`config.mk`:
```
export PLATFORM = sky130hd
export DESIGN_NAME = aux_pattern_det
export DESIGN_NICKNAME = d
export VERILOG_FILES = /design/src/rtl/aux_pkg.sv /design/src/rtl/pair_framer.sv /design/src/rtl/pair_window.sv /design/src/rtl/aux_status.sv /design/src/rtl/aux_pattern_det.sv
export SDC_FILE = /design/constraint.sdc
export NUM_CORES = 1
export LEC_CHECK = 0
export ABC_AREA = 1
export BUFFER_PORTS_ARGS = -buffer_cell sky130_fd_sc_hd__buf_2
export CORE_AREA = 2 2 72 74
export DETAILED_ROUTE_END_ITERATION = 10
export DIE_AREA = 0 0 74 76
export GPL_TIMING_DRIVEN = 1
export PLACE_DENSITY = 0.51
export SYNTH_ARGS = -nofsm -noshare
export SYNTH_HDL_FRONTEND = slang
export SYNTH_SLANG_ARGS = --single-unit
```
`constraint.sdc`:
```
create_clock -name clk_i -period 4.1 [get_ports clk_i]
set_input_delay 0.41 -clock clk_i [delete_from_list [all_inputs] [get_ports clk_i]]
set_output_delay 0.41 -clock clk_i [all_outputs]
set_load 0.005 [all_outputs]
```
`src/rtl/aux_pkg.sv`:
```
package aux_pkg;
  typedef struct packed {
    logic valid;  // second bit of a pair sampled this cycle
    logic hit;    // that pair was 1 then 0
  } pair_t;
endpackage

```
`src/rtl/pair_framer.sv`:
```
module pair_framer
  import aux_pkg::*;
(
  input  logic  clk_i,
  input  logic  rst_ni,
  input  logic  bit_i,
  input  logic  bit_en_i,
  input  logic  run_i,
  output pair_t pair_o
);
  logic phase_q;
  logic first_q;
  logic take;

  assign take = bit_en_i & run_i;

  always_ff @(posedge clk_i or negedge rst_ni) begin
    if (!rst_ni) begin
      phase_q <= 1'b0;
      first_q <= 1'b0;
    end else if (!run_i) begin
      phase_q <= 1'b0;
      first_q <= 1'b0;
    end else if (take) begin
      phase_q <= ~phase_q;
      if (!phase_q) first_q <= bit_i;
    end
  end

  always_comb begin
    pair_o.valid = take & phase_q;
    pair_o.hit   = take & phase_q & first_q & ~bit_i;
  end
endmodule

```
`src/rtl/pair_window.sv`:
```
module pair_window
  import aux_pkg::*;
#(
  parameter int unsigned WIN_PAIRS = 256,
  parameter int unsigned THRESH    = 254
) (
  input  logic  clk_i,
  input  logic  rst_ni,
  input  logic  run_i,
  input  pair_t pair_i,
  output logic  win_end_o,
  output logic  win_met_o
);
  localparam int unsigned PW = $clog2(WIN_PAIRS);
  localparam int unsigned HW = $clog2(WIN_PAIRS + 1);
  localparam logic [PW-1:0] LAST = PW'(WIN_PAIRS - 1);

  logic [PW-1:0] pair_cnt_q;
  logic [HW-1:0] hit_cnt_q;
  logic [HW-1:0] hit_total;

  assign hit_total = hit_cnt_q + HW'(pair_i.hit);
  assign win_end_o = pair_i.valid & (pair_cnt_q == LAST);
  assign win_met_o = win_end_o & (hit_total >= HW'(THRESH));

  always_ff @(posedge clk_i or negedge rst_ni) begin
    if (!rst_ni) begin
      pair_cnt_q <= '0;
      hit_cnt_q  <= '0;
    end else if (!run_i) begin
      pair_cnt_q <= '0;
      hit_cnt_q  <= '0;
    end else if (pair_i.valid) begin
      if (win_end_o) begin
        pair_cnt_q <= '0;
        hit_cnt_q  <= '0;
      end else begin
        pair_cnt_q <= pair_cnt_q + 1'b1;
        hit_cnt_q  <= hit_total;
      end
    end
  end
endmodule

```
`src/rtl/aux_status.sv`:
```
module aux_status (
  input  logic clk_i,
  input  logic rst_ni,
  input  logic run_i,
  input  logic sim_i,
  input  logic win_end_i,
  input  logic win_met_i,
  output logic aux_o,
  output logic irq_o
);
  logic real_q, real_d;
  logic aux_q, aux_d;
  logic irq_q;

  always_comb begin
    real_d = real_q;
    if (!run_i)         real_d = 1'b0;
    else if (win_end_i) real_d = win_met_i;
    aux_d = real_d | sim_i;
  end

  always_ff @(posedge clk_i or negedge rst_ni) begin
    if (!rst_ni) begin
      real_q <= 1'b0;
      aux_q  <= 1'b0;
      irq_q  <= 1'b0;
    end else begin
      real_q <= real_d;
      aux_q  <= aux_d;
      irq_q  <= aux_d & ~aux_q;
    end
  end

  assign aux_o = aux_q;
  assign irq_o = irq_q;
endmodule

```
`src/rtl/aux_pattern_det.sv`:
```
module aux_pattern_det
  import aux_pkg::*;
#(
  parameter int unsigned WIN_PAIRS = 256,
  parameter int unsigned THRESH    = 254
) (
  input  logic clk_i,
  input  logic rst_ni,
  input  logic bit_i,
  input  logic bit_en_i,
  input  logic lfa_i,
  input  logic sim_i,
  output logic aux_o,
  output logic aux_irq_o
);
  pair_t pair;
  logic  win_end, win_met;

  pair_framer u_framer (
    .clk_i   (clk_i),
    .rst_ni  (rst_ni),
    .bit_i   (bit_i),
    .bit_en_i(bit_en_i),
    .run_i   (lfa_i),
    .pair_o  (pair)
  );

  pair_window #(
    .WIN_PAIRS(WIN_PAIRS),
    .THRESH   (THRESH)
  ) u_window (
    .clk_i    (clk_i),
    .rst_ni   (rst_ni),
    .run_i    (lfa_i),
    .pair_i   (pair),
    .win_end_o(win_end),
    .win_met_o(win_met)
  );

  aux_status u_status (
    .clk_i    (clk_i),
    .rst_ni   (rst_ni),
    .run_i    (lfa_i),
    .sim_i    (sim_i),
    .win_end_i(win_end),
    .win_met_i(win_met),
    .aux_o    (aux_o),
    .irq_o    (aux_irq_o)
  );
endmodule

```
-- Word level (Yosys, flattened, before mapping)
Index checks and enable logic that the tools add are counted.
- reduce and logical (&&, ||, !) cells: 1
- eq/ne operators: 4
- $lt $le $gt $ge: 1
- bitwise operators: 11
- multiplexer cells: 13
- add/subtract/negate cells: 2
- operator list (cell ; count):
    two-way mux 9 bit ; 3
    two-way mux 8 bit ; 3
    adder 9 x 1 -> 9 bit ; 1
    greater-or-equal comparator 9 x 8 -> 1 bit, second input constant ; 1
    adder 8 x 1 -> 8 bit, second input constant ; 1
    equality test 8 bit, second input constant ; 1
    bitwise AND 1 bit ; 7
    two-way mux 1 bit ; 7
    inequality test 2 x 1 -> 1 bit, second input constant ; 2
    NOT 1 bit ; 3
    inequality test 2 bit, second input constant ; 1
    AND reduction 2 bit ; 1
    OR 1 bit ; 1
- bits of input ports: 6
- output and inout port bits: 2
- logic and storage cells: 39
- flip-flop bits (word level): 22

-- Longest topological paths before layout
Gate-level depths: netlist of run 1.
- word-level depth: 11
- mapped depth: 16
- mapped depth without buffers: 16

-- Modules after synthesis
Synthesis of run 1 repeated with hierarchy kept, for this count alone.
- cell total of the unflattened synthesis: 152
- area, all modules: 1234.9 µm²
- by module, submodules not included (module ; cells an instance ; seq. area each (µm²) ; times used ; area an instance (µm²)):
    pair_window ; 123 ; 425.4 ; 1 ; 996.0
    aux_status ; 13 ; 75.1 ; 1 ; 123.9
    pair_framer ; 16 ; 50.0 ; 1 ; 115.1

-- Least setup slack after synthesis of run 1
Ideal clock, no wire load.
- path kind: input to register
- start point: in bit_en_i
- end point: reg u_status.irq_q, in the netlist u_status.irq_o
- data arrival time: 2.069 ns
- stages: 15
- buffers on the path: 0
- library setup time: 0.123 ns
- data required time: 3.977 ns
- slack: 1.908 ns
- cell sequence: inv_1 > nor3_4 > inv_2 > nor3_1 > ha_1 > ha_1 > nand2_1 > nor2_1 > nand2_1 > o21ai_0 > nand2_1 > nor2_1 > nand2_1 > nand2_1 > a21oi_1
- longest elaborated chain between the ends: 11
- elaborated cells between the ends (all ways): 12
- classes of those cells: 1 x add/sub; 1 x order compare; 2 x mux; 8 x bitwise
- ends and longest elaborated chain (item ; line ; RTL):
    from (decl) ; aux_pattern_det.sv:10 ; input logic bit_en_i,
    bitwise AND 1 bit * ; pair_framer.sv:15 ; assign take = bit_en_i & run_i;
    bitwise AND 1 bit * ; pair_framer.sv:31, pair_framer.sv:32 ;
    bitwise AND 1 bit (2 in series) ; pair_framer.sv:32 ; pair_o.hit = take & phase_q & first_q & ~bit_i;
    adder 9 x 1 -> 9 bit ; pair_window.sv:22 ; assign hit_total = hit_cnt_q + HW'(pair_i.hit);
    greater-or-equal comparator 9 x 8 -> 1 bit ; pair_window.sv:24 ; assign win_met_o = win_end_o & (hit_total >= HW'(THRESH));
    bitwise AND 1 bit ; pair_window.sv:24 ;
    two-way mux 1 bit * ; aux_status.sv:18 ; else if (win_end_i) real_d = win_met_i;
    two-way mux 1 bit * ; aux_status.sv:17 ; if (!run_i) real_d = 1'b0;
    OR 1 bit * ; aux_status.sv:19 ; aux_d = real_d | sim_i;
    bitwise AND 1 bit * ; aux_status.sv:30 ; irq_q <= aux_d & ~aux_q;
    to (signal assigned) ; aux_status.sv:30 ;
    to (decl) ; aux_status.sv:13 ; logic irq_q;
Mark *: on every way between the ends. The rest lies on a longest branch, timed or not.
A chain may end at the register's enable or synchronous reset.

-- Worst setup path in the final report of run 1
- start point: reg u_framer.phase_q
- end point: reg u_status.irq_q, in the netlist u_status.irq_o
- longest elaborated chain between the ends: 10
- elaborated cells between the ends (all ways): 11
- classes of those cells: 1 x add/sub; 1 x order compare; 2 x mux; 7 x bitwise
- ends and longest elaborated chain (item ; line ; RTL):
    from (decl) ; pair_framer.sv:11 ; logic phase_q;
    from (signal assigned) ; pair_framer.sv:25 ; phase_q <= ~phase_q;
    bitwise AND 1 bit * ; pair_framer.sv:31, pair_framer.sv:32 ;
    bitwise AND 1 bit (2 in series) ; pair_framer.sv:32 ;
    adder 9 x 1 -> 9 bit ; pair_window.sv:22 ;
    greater-or-equal comparator 9 x 8 -> 1 bit ; pair_window.sv:24 ;
    bitwise AND 1 bit ; pair_window.sv:24 ;
    two-way mux 1 bit * ; aux_status.sv:18 ;
    two-way mux 1 bit * ; aux_status.sv:17 ;
    OR 1 bit * ; aux_status.sv:19 ;
    bitwise AND 1 bit * ; aux_status.sv:30 ;
Marks and branches as above.

==> impl_metrics.py, run 1 <==
metrics = {
    "global_routing": {
        "globalRoute.totalOverflow": 0,
        "top_usage_layer": "met2",
        "met3_usage_pct": 3.175,
        "grt_first_pass_wirelength_mm": 4.250,
        "grt_use_met2_pct": 15.89,
        "grtUsageMet1_pct": 11.79,
        "antenna_found_initial": 0,
        "grt_max_degree": 23,
        "grt_pass1_vias": 982,
        "grt_usage_pct": 9.493,
    },
    "synth": {
        "ys_top_cells_by_area": "dfrtp_1 (48%), nand2_1 (10%), inv_1 (7.1%)",
        "syn_area_mm2": 0.001159,
        "synth_top_cell_area_share_pct": 47.52,
        "synth_cell_types": 24,
        "yosys.area.top_type": "dfrtp_1",
        "ys_ff_latch": 22,
        "synth_edf_count": 0,
        "syn-num-nets": 152,
        "synth-main-ff-cell": "dfrtp_1",
        "yosysMostFrequentCell": "nand2_1",
        "synth_common_cells": "nand2_1 (32), dfrtp_1 (22), inv_1 (22)",
        "avgSynthCellArea_um2": 8.102,
        "synth_warnings": 0,
        "yosysSeqAreaShare_pct": 47.52,
        "syn_inst": 143,
        "ys_async_sr_fraction_pct": 100.0,
    },
    "critical_path": {
        "required_ns": 4.26,
        "crit_slowest_cell": "dfrtp_1",
        "critical_path_class": "flip-flop to flip-flop",
        "crit_chain": "inv_1, nor3_4, inv_2, nor3_1, ha_1, ha_1, nand2_1, nor2_1, nand2_1, o21ai_0, nand2_1, nor2_1, nand2_1, nand2_1, a21oi_1",
        "crit_top_cell": "nand2_1",
        "cp_max_fo": 5,
        "startpoint_type": "flip-flop",
        "cpPeakStageDelay_ns": 0.36,
        "cp-end-kind": "flip-flop",
        "arrival_ns": 2.51,
    },
    "power_and_ir_drop": {
        "leakagePower_nw": 0.6089,
        "power.density_mw_per_mm2": 334.1,
        "ir_drop_mv": 0.1610,
    },
    "cells_and_area": {
        "fillers": 549,
        "seq_area_um2": 550.5,
        "areaGrowthSynthToFinish_pct": 16.31,
        "drive_gt1_share_pct": 11.11,
        "multi_input_area_um2": 506.7,
        "fin_nets": 163,
        "num_antenna_cells": 0,
        "utilization_pct": 27.43,
    },
    "cts": {
        "post_cts_resized": 0,
        "h-tree-depth": 1,
        "path_clk_slew_ns": 0.09,
        "cts_tree": "yes",
        "clockBufferDepth": 2,
        "worstSkewPairLatency_ns": 0.27,
        "clock_sinks": 22,
        "post-cts-setup-buffer-count": 0,
        "cts_hold_buf": 0,
        "cts_buffers": 3,
        "root_buffer": "clkbuf_8",
    },
    "die": {
        "die-area_mm2": 0.005624,
        "fp.dieW_um": 74,
        "die_h_um": 76,
        "core_area_mm2": 0.004912,
        "ioPinCount": 8,
        "start_util_pct": 23.59,
        "rows": 26,
    },
    "placed_design": {
        "place_congestion": 0.7612,
        "port_buffers": 7,
        "dp_hpwl_mm": 1.775,
    },
    "sta": {
        "holdWs_ns": 0.09038,
        "timing.fmax_ghz": 0.4269,
        "slew_headroom_pct": 66.54,
        "rsz0062_at_grt": "no",
        "post-route-period-util_pct": 57.14,
        "skew_ns": 0.01335,
        "post-route-min-period_ns": 2.343,
        "setup_viol": 0,
        "tns_ns": 0,
        "hold_violations": 0,
        "slew_violations": 0,
        "tightest_slew_ns": 0.5020,
    },
    "routing": {
        "drc": 0,
        "ant_nets": 0,
        "drtIter0Drc": 49,
        "drt_pre_antenna_iters": 4,
        "routed-via-count": 944,
        "vias_per_cell": 4.233,
        "wl_per_cell_um": 10.48,
        "routed_wirelength_mm": 2.337,
    },
    "min_path": {
        "hold_class": "input pin to asynchronous set/reset pin",
    },
    "job": {
        "max_cap_violations": 0,
    },
    "run_status": {
        "status": "finished clean",
    },
}
layout by cell type (no fill, tap or decap):
master and n:
inv_2 2, o22ai_1 4, a32o_1 1, xnor2_1 1, nor3_4 1, bufinv_16 1, inv_1 22, a21oi_4 1
o21ai_1 1, inv_4 1, nor3_1 3, dfrtp_1 22, buf_2 7, nand4_1 3, nand3_1 15, a21oi_1 2
o32ai_1 1, nor2_1 9, o21ai_0 13, a31oi_1 1, nand2_1 32, clkbuf_8 3, xor2_1 1, a22o_1 2
ha_1 3, a21oi_2 1
flip-flops by register name (all words and copies together), names as in the netlist:
| signal | flops |
|---|---|
| u_framer.first_q | 1 |
| u_framer.phase_q | 1 |
| u_status.aux_o | 1 |
| u_status.irq_o | 1 |
| u_status.real_q | 1 |
| u_window.hit_cnt_q | 9 |
| u_window.pair_cnt_q | 8 |
where the power goes:
part           switching (mW)  leakage [nW]  internal [mW]  total (mW)
combinational          0.0168         0.272        0.00599      0.0228
clock                  0.0748        0.0357          0.131       0.205
sequential            0.00184         0.302          0.220       0.222
total                  0.0935         0.609          0.357       0.450
logic make-up (layout without fill, tap and decap cells):
group                    count (synthesis)  in the layout  share of synthesized area [%]
buffers and inverters                   26             36                          8.748
adder cells (fa/ha/maj)                  3              3                          3.240
AO/OA/AOI/OAI                           27             27                          14.90
AND/OR/NAND/NOR                         63             63                          24.08
XOR/XNOR                                 2              2                          1.512
flip-flops                              22             22                          47.52
worst max-delay path, delay by kind of cell (launching register included):
family          cells  cell delay (ns)
compound gates      2             0.22
simple gates        9             1.04
fa+ha+maj           2             0.46
flops               1             0.36
buf+inv             2             0.19
final timing paths:
check                                      start                      to  slack (ns)  depth (start not counted)
worst min-delay path                      rst_ni   u_window.hit_cnt_q[7]        0.09                          1
worst min register to register    u_status.aux_o          u_status.irq_o        0.43                          1
worst max-delay path            u_framer.phase_q          u_status.irq_o        1.76                         15
worst max register to register  u_framer.phase_q          u_status.irq_o        1.76                         15
min in group clk_i                         sim_i          u_status.aux_o        0.33                          3
max in group asynchronous                 rst_ni  u_window.pair_cnt_q[3]        3.65                          1
metrics by stage:
stage               total power [mW]  setup WS, ns  instances  area [µm²]
finish                        0.4502         1.757        223        1348
detailed placement            0.2504         1.484        219        1276
global placement              0.2500         1.595        219        1276
floorplan                     0.2377         1.908        143        1159
global route                  0.4725         1.395        223        1348
CTS                           0.4624         1.726        223        1348
metal layers:
metal | routed length, µm | share of wire [%]
met2 | 1126 | 48
met3 | 77 | 3.3
met4 | 9 | 0.39
met1 | 1123 | 48
met5 | 0 | 0
cell type report:
cell class,instances,area share [%]
flip-flops and latches,22,40.85
inverters,25,7.150
multi-input cells,95,37.60
clock inverters,1,2.228
clock buffers,3,3.064
repair buffers,7,2.600
well taps,70,6.500
No activity file was read; power rests on OpenSTA's default activity.
==> inputs of run 2 (changes only) <==
Settings changed: ABC_AREA 1 to 0, CORE_AREA 2 2 72 74 to 2 2 73 75, DIE_AREA 0 0 74 76 to 0 0 75 77.
Clock period 4.1 ns to 2.5 ns, I/O delays scaled along.
==> run 2 against run 1 <==
Via count up 11%. Routed wire length up 23%. Count of clock-buffer cells in the layout unchanged. Worst hold slack better by 0.15 ns. Sequential power up 64%. Final cell count down 4.0%. Fmax down 1.3%. Sequential share of layout area down 3.6 points. Cell area up 9.6%. Non-clock buffer count up 7. Critical path depth down 6. Area after synthesis up 5.5%.
==> impl_metrics.py, run 2 <==
metrics = {
    "run_status": {
        "status": "finished clean",
    },
    "routing": {
        "ant_nets": 0,
        "routed_wirelength_mm": 2.867,
        "drtIter0Drc": 27,
        "drt_pre_antenna_iters": 4,
        "drc": 0,
        "wl_per_cell_um": 13.40,
        "vias_per_cell": 4.907,
        "routed-via-count": 1050,
    },
    "synth": {
        "synth_edf_count": 0,
        "syn_area_mm2": 0.001222,
        "ys_ff_latch": 22,
        "synth_cell_types": 33,
        "ys_async_sr_fraction_pct": 100.0,
        "syn_inst": 130,
        "synth_common_cells": "dfrtp_1 (22), o21ai_0 (17), nand2_1 (16)",
        "avgSynthCellArea_um2": 9.403,
        "synth_top_cell_area_share_pct": 45.04,
        "synth-main-ff-cell": "dfrtp_1",
        "ys_top_cells_by_area": "dfrtp_1 (45%), o21ai_0 (7.0%), nand2_1 (4.9%)",
        "synth_warnings": 0,
        "yosys.area.top_type": "dfrtp_1",
        "yosysSeqAreaShare_pct": 45.04,
        "yosysMostFrequentCell": "dfrtp_1",
        "syn-num-nets": 139,
    },
    "power_and_ir_drop": {
        "ir_drop_mv": 0.2175,
        "power.switching_uw": 156.4,
        "power_uw": 748.1,
        "leakagePower_nw": 0.5966,
        "netSwitchingFraction_pct": 20.91,
        "intPower_uw": 591.7,
        "p_seq_share_pct": 48.7,
        "power_frac_clock_pct": 45.1,
        "power.density_mw_per_mm2": 506.7,
        "pwr-share-comb_pct": 6.2,
    },
    "cts": {
        "post-cts-setup-buffer-count": 0,
        "cts_tree": "yes",
        "cts_buffers": 3,
        "path_clk_slew_ns": 0.09,
        "worstSkewPairLatency_ns": 0.27,
        "clockBufferDepth": 2,
        "clock_sinks": 22,
        "h-tree-depth": 1,
        "root_buffer": "clkbuf_8",
    },
    "global_routing": {
        "top_usage_layer": "met2",
        "grt_max_degree": 23,
        "globalRoute.totalOverflow": 0,
        "grt_use_met2_pct": 17.54,
        "grt_pass1_vias": 1076,
        "grt_first_pass_wirelength_mm": 4.905,
        "met3_usage_pct": 1.183,
        "antenna_found_initial": 0,
        "grt_usage_pct": 10.64,
        "grtUsageMet1_pct": 14.30,
    },
    "cells_and_area": {
        "final_cells": 214,
        "top_regs": "u_window.hit_cnt_q x9, u_window.pair_cnt_q x8",
        "largest_reg_flops": 9,
        "layout_commonest_cell": "dfrtp_1",
        "largest_register": "u_window.hit_cnt_q",
        "fin_nets": 154,
        "drive_gt1_share_pct": 20.14,
        "num_antenna_cells": 0,
        "final_cell_mix": "dfrtp_1 (22), o21ai_0 (17), nand2_1 (16), nand3_1 (10), nor2_1 (8)",
        "areaGrowthSynthToFinish_pct": 20.78,
        "fillers": 524,
    },
    "sta": {
        "timing.fmax_ghz": 0.4214,
        "skew_ns": 0.01089,
        "tns_ns": 0,
        "rsz0062_at_grt": "no",
        "slew_violations": 0,
        "post-route-period-util_pct": 94.91,
        "hold_violations": 0,
        "slew_headroom_pct": 65.87,
        "holdWs_ns": 0.2444,
        "setup_ws_ns": 0.1271,
        "post-route-min-period_ns": 2.373,
        "setup_viol": 0,
        "tightest_slew_ns": 0.5119,
    },
    "min_path": {
        "hp-start": "sim_i",
        "hold-path-cell-count": 3,
        "hold_class": "input pin to flip-flop",
        "hold_end": "u_status.aux_o",
    },
    "placed_design": {
        "placed_cells": 209,
        "dp_hpwl_mm": 2.096,
        "port_buffers": 7,
        "place_congestion": 0.7502,
        "pre_cts_slack_ns": 0.01876,
    },
    "critical_path": {
        "startpoint_type": "flip-flop",
        "cp-end-kind": "flip-flop",
        "cp_max_fo": 4,
        "r2r_cells": 9,
        "cpPeakStageDelay_ns": 0.57,
        "r2r_start": "u_framer.phase_q",
        "r2r-end": "u_status.irq_o",
        "critPathBufInv": 1,
        "crit_chain": "nand3_1, nor3b_2, ha_1, buf_4, nand2_1, or4_4, a211oi_4, a2111oi_2, nor3_2",
        "required_ns": 2.69,
        "cp_top_family": "simple AND/OR/NAND/NOR gates",
        "r2r_slack_ns": 0.13,
        "crit_slowest_cell": "or4_4",
        "critical_path_class": "flip-flop to flip-flop",
        "arrival_ns": 2.56,
    },
    "job": {
        "max_cap_violations": 0,
    },
    "die": {
        "die_h_um": 77,
        "start_util_pct": 24.56,
        "fp.dieW_um": 75,
        "core_area_mm2": 0.004977,
        "rows": 26,
        "ioPinCount": 8,
        "die-area_mm2": 0.005775,
    },
}
run 2: cell count changes in the layout (fill, tap and decap cells not counted), moves of 5 or more:
cell     change
inv_1       -22
xor2_1       +5
nand3_1      -5
nor2b_1      +7
nand2_1     -16
buf_4        +6
run 2: area by class of cell:
cell class,count,area (µm²),area share [%]
clock inverter,1,30.03,2.034
sequential,22,550.5,37.29
multi-input combinational,104,676.9,45.85
clock buffer,3,41.29,2.797
tap,70,87.58,5.932
timing repair buffer,14,90.09,6.102
run 2: logic make-up after synthesis:
family / Yosys count / share of synthesized area, %
AOI/OAI and AO/OA: 35 / 19.35
adders and majority gates: 3 / 3.071
DFF: 22 / 45.04
buffers and inverters: 4 / 1.433
muxes: 1 / 0.8189
xor gates and xnor gates: 7 / 5.015
and+or+nand+nor: 58 / 25.28
run 2: worst register-to-register path: cells and delay by family, from the launching register on:
kind                     cells  cell delay [ns]
adder cells (fa/ha/maj)      1             0.20
flip-flops                   1             0.37
AO/OA/AOI/OAI                2             0.46
AND/OR/NAND/NOR              5             1.14
buffers and inverters        1             0.14
run 2: per-stage QoR:
stage	area (µm²)	util, %
finish	1476	29.66
global route	1476	29.66
CTS	1454	29.21
detailed placement	1373	27.58
global placement	1373	27.58
floorplan	1222	-
run 2: metal layers:
layer | part of all wire (%) | routed length [µm]
met1 | 46 | 1329
met2 | 51 | 1461
met4 | 0.73 | 21
met3 | 1.9 | 54
met5 | 0 | 0
run 2: how the worst max path moves through the flow:
stage	start	endpoint	slack, ns	cells past startpoint
2_1_floorplan	lfa_i	u_status.aux_o	0.02	10
3_3_place_gp	lfa_i	u_status.irq_o	0.23	10
3_5_place_dp	lfa_i	u_status.aux_o	0.02	10
4_1_cts	u_framer.phase_q	u_status.irq_o	0.008	9
5_1_grt	u_framer.phase_q	u_status.irq_o	0.009	9
6_report	u_framer.phase_q	u_status.irq_o	0.13	9
run 2: what timing repair did:
action	in CTS	in global routing
setup endpoints to repair	0	3
hold endpoints to repair	22	0
resized for setup	0	4
hold buffers	1	0
run 2: power groups by stage:
stage                     Sequential, mW  Clock (mW)  Combinational [mW]
after floorplan                    0.371           0              0.0196
after global placement             0.371           0              0.0445
after detailed placement           0.371           0              0.0462
after CTS                          0.364       0.340              0.0473
after global routing               0.365       0.359              0.0522
final                              0.364       0.338              0.0465
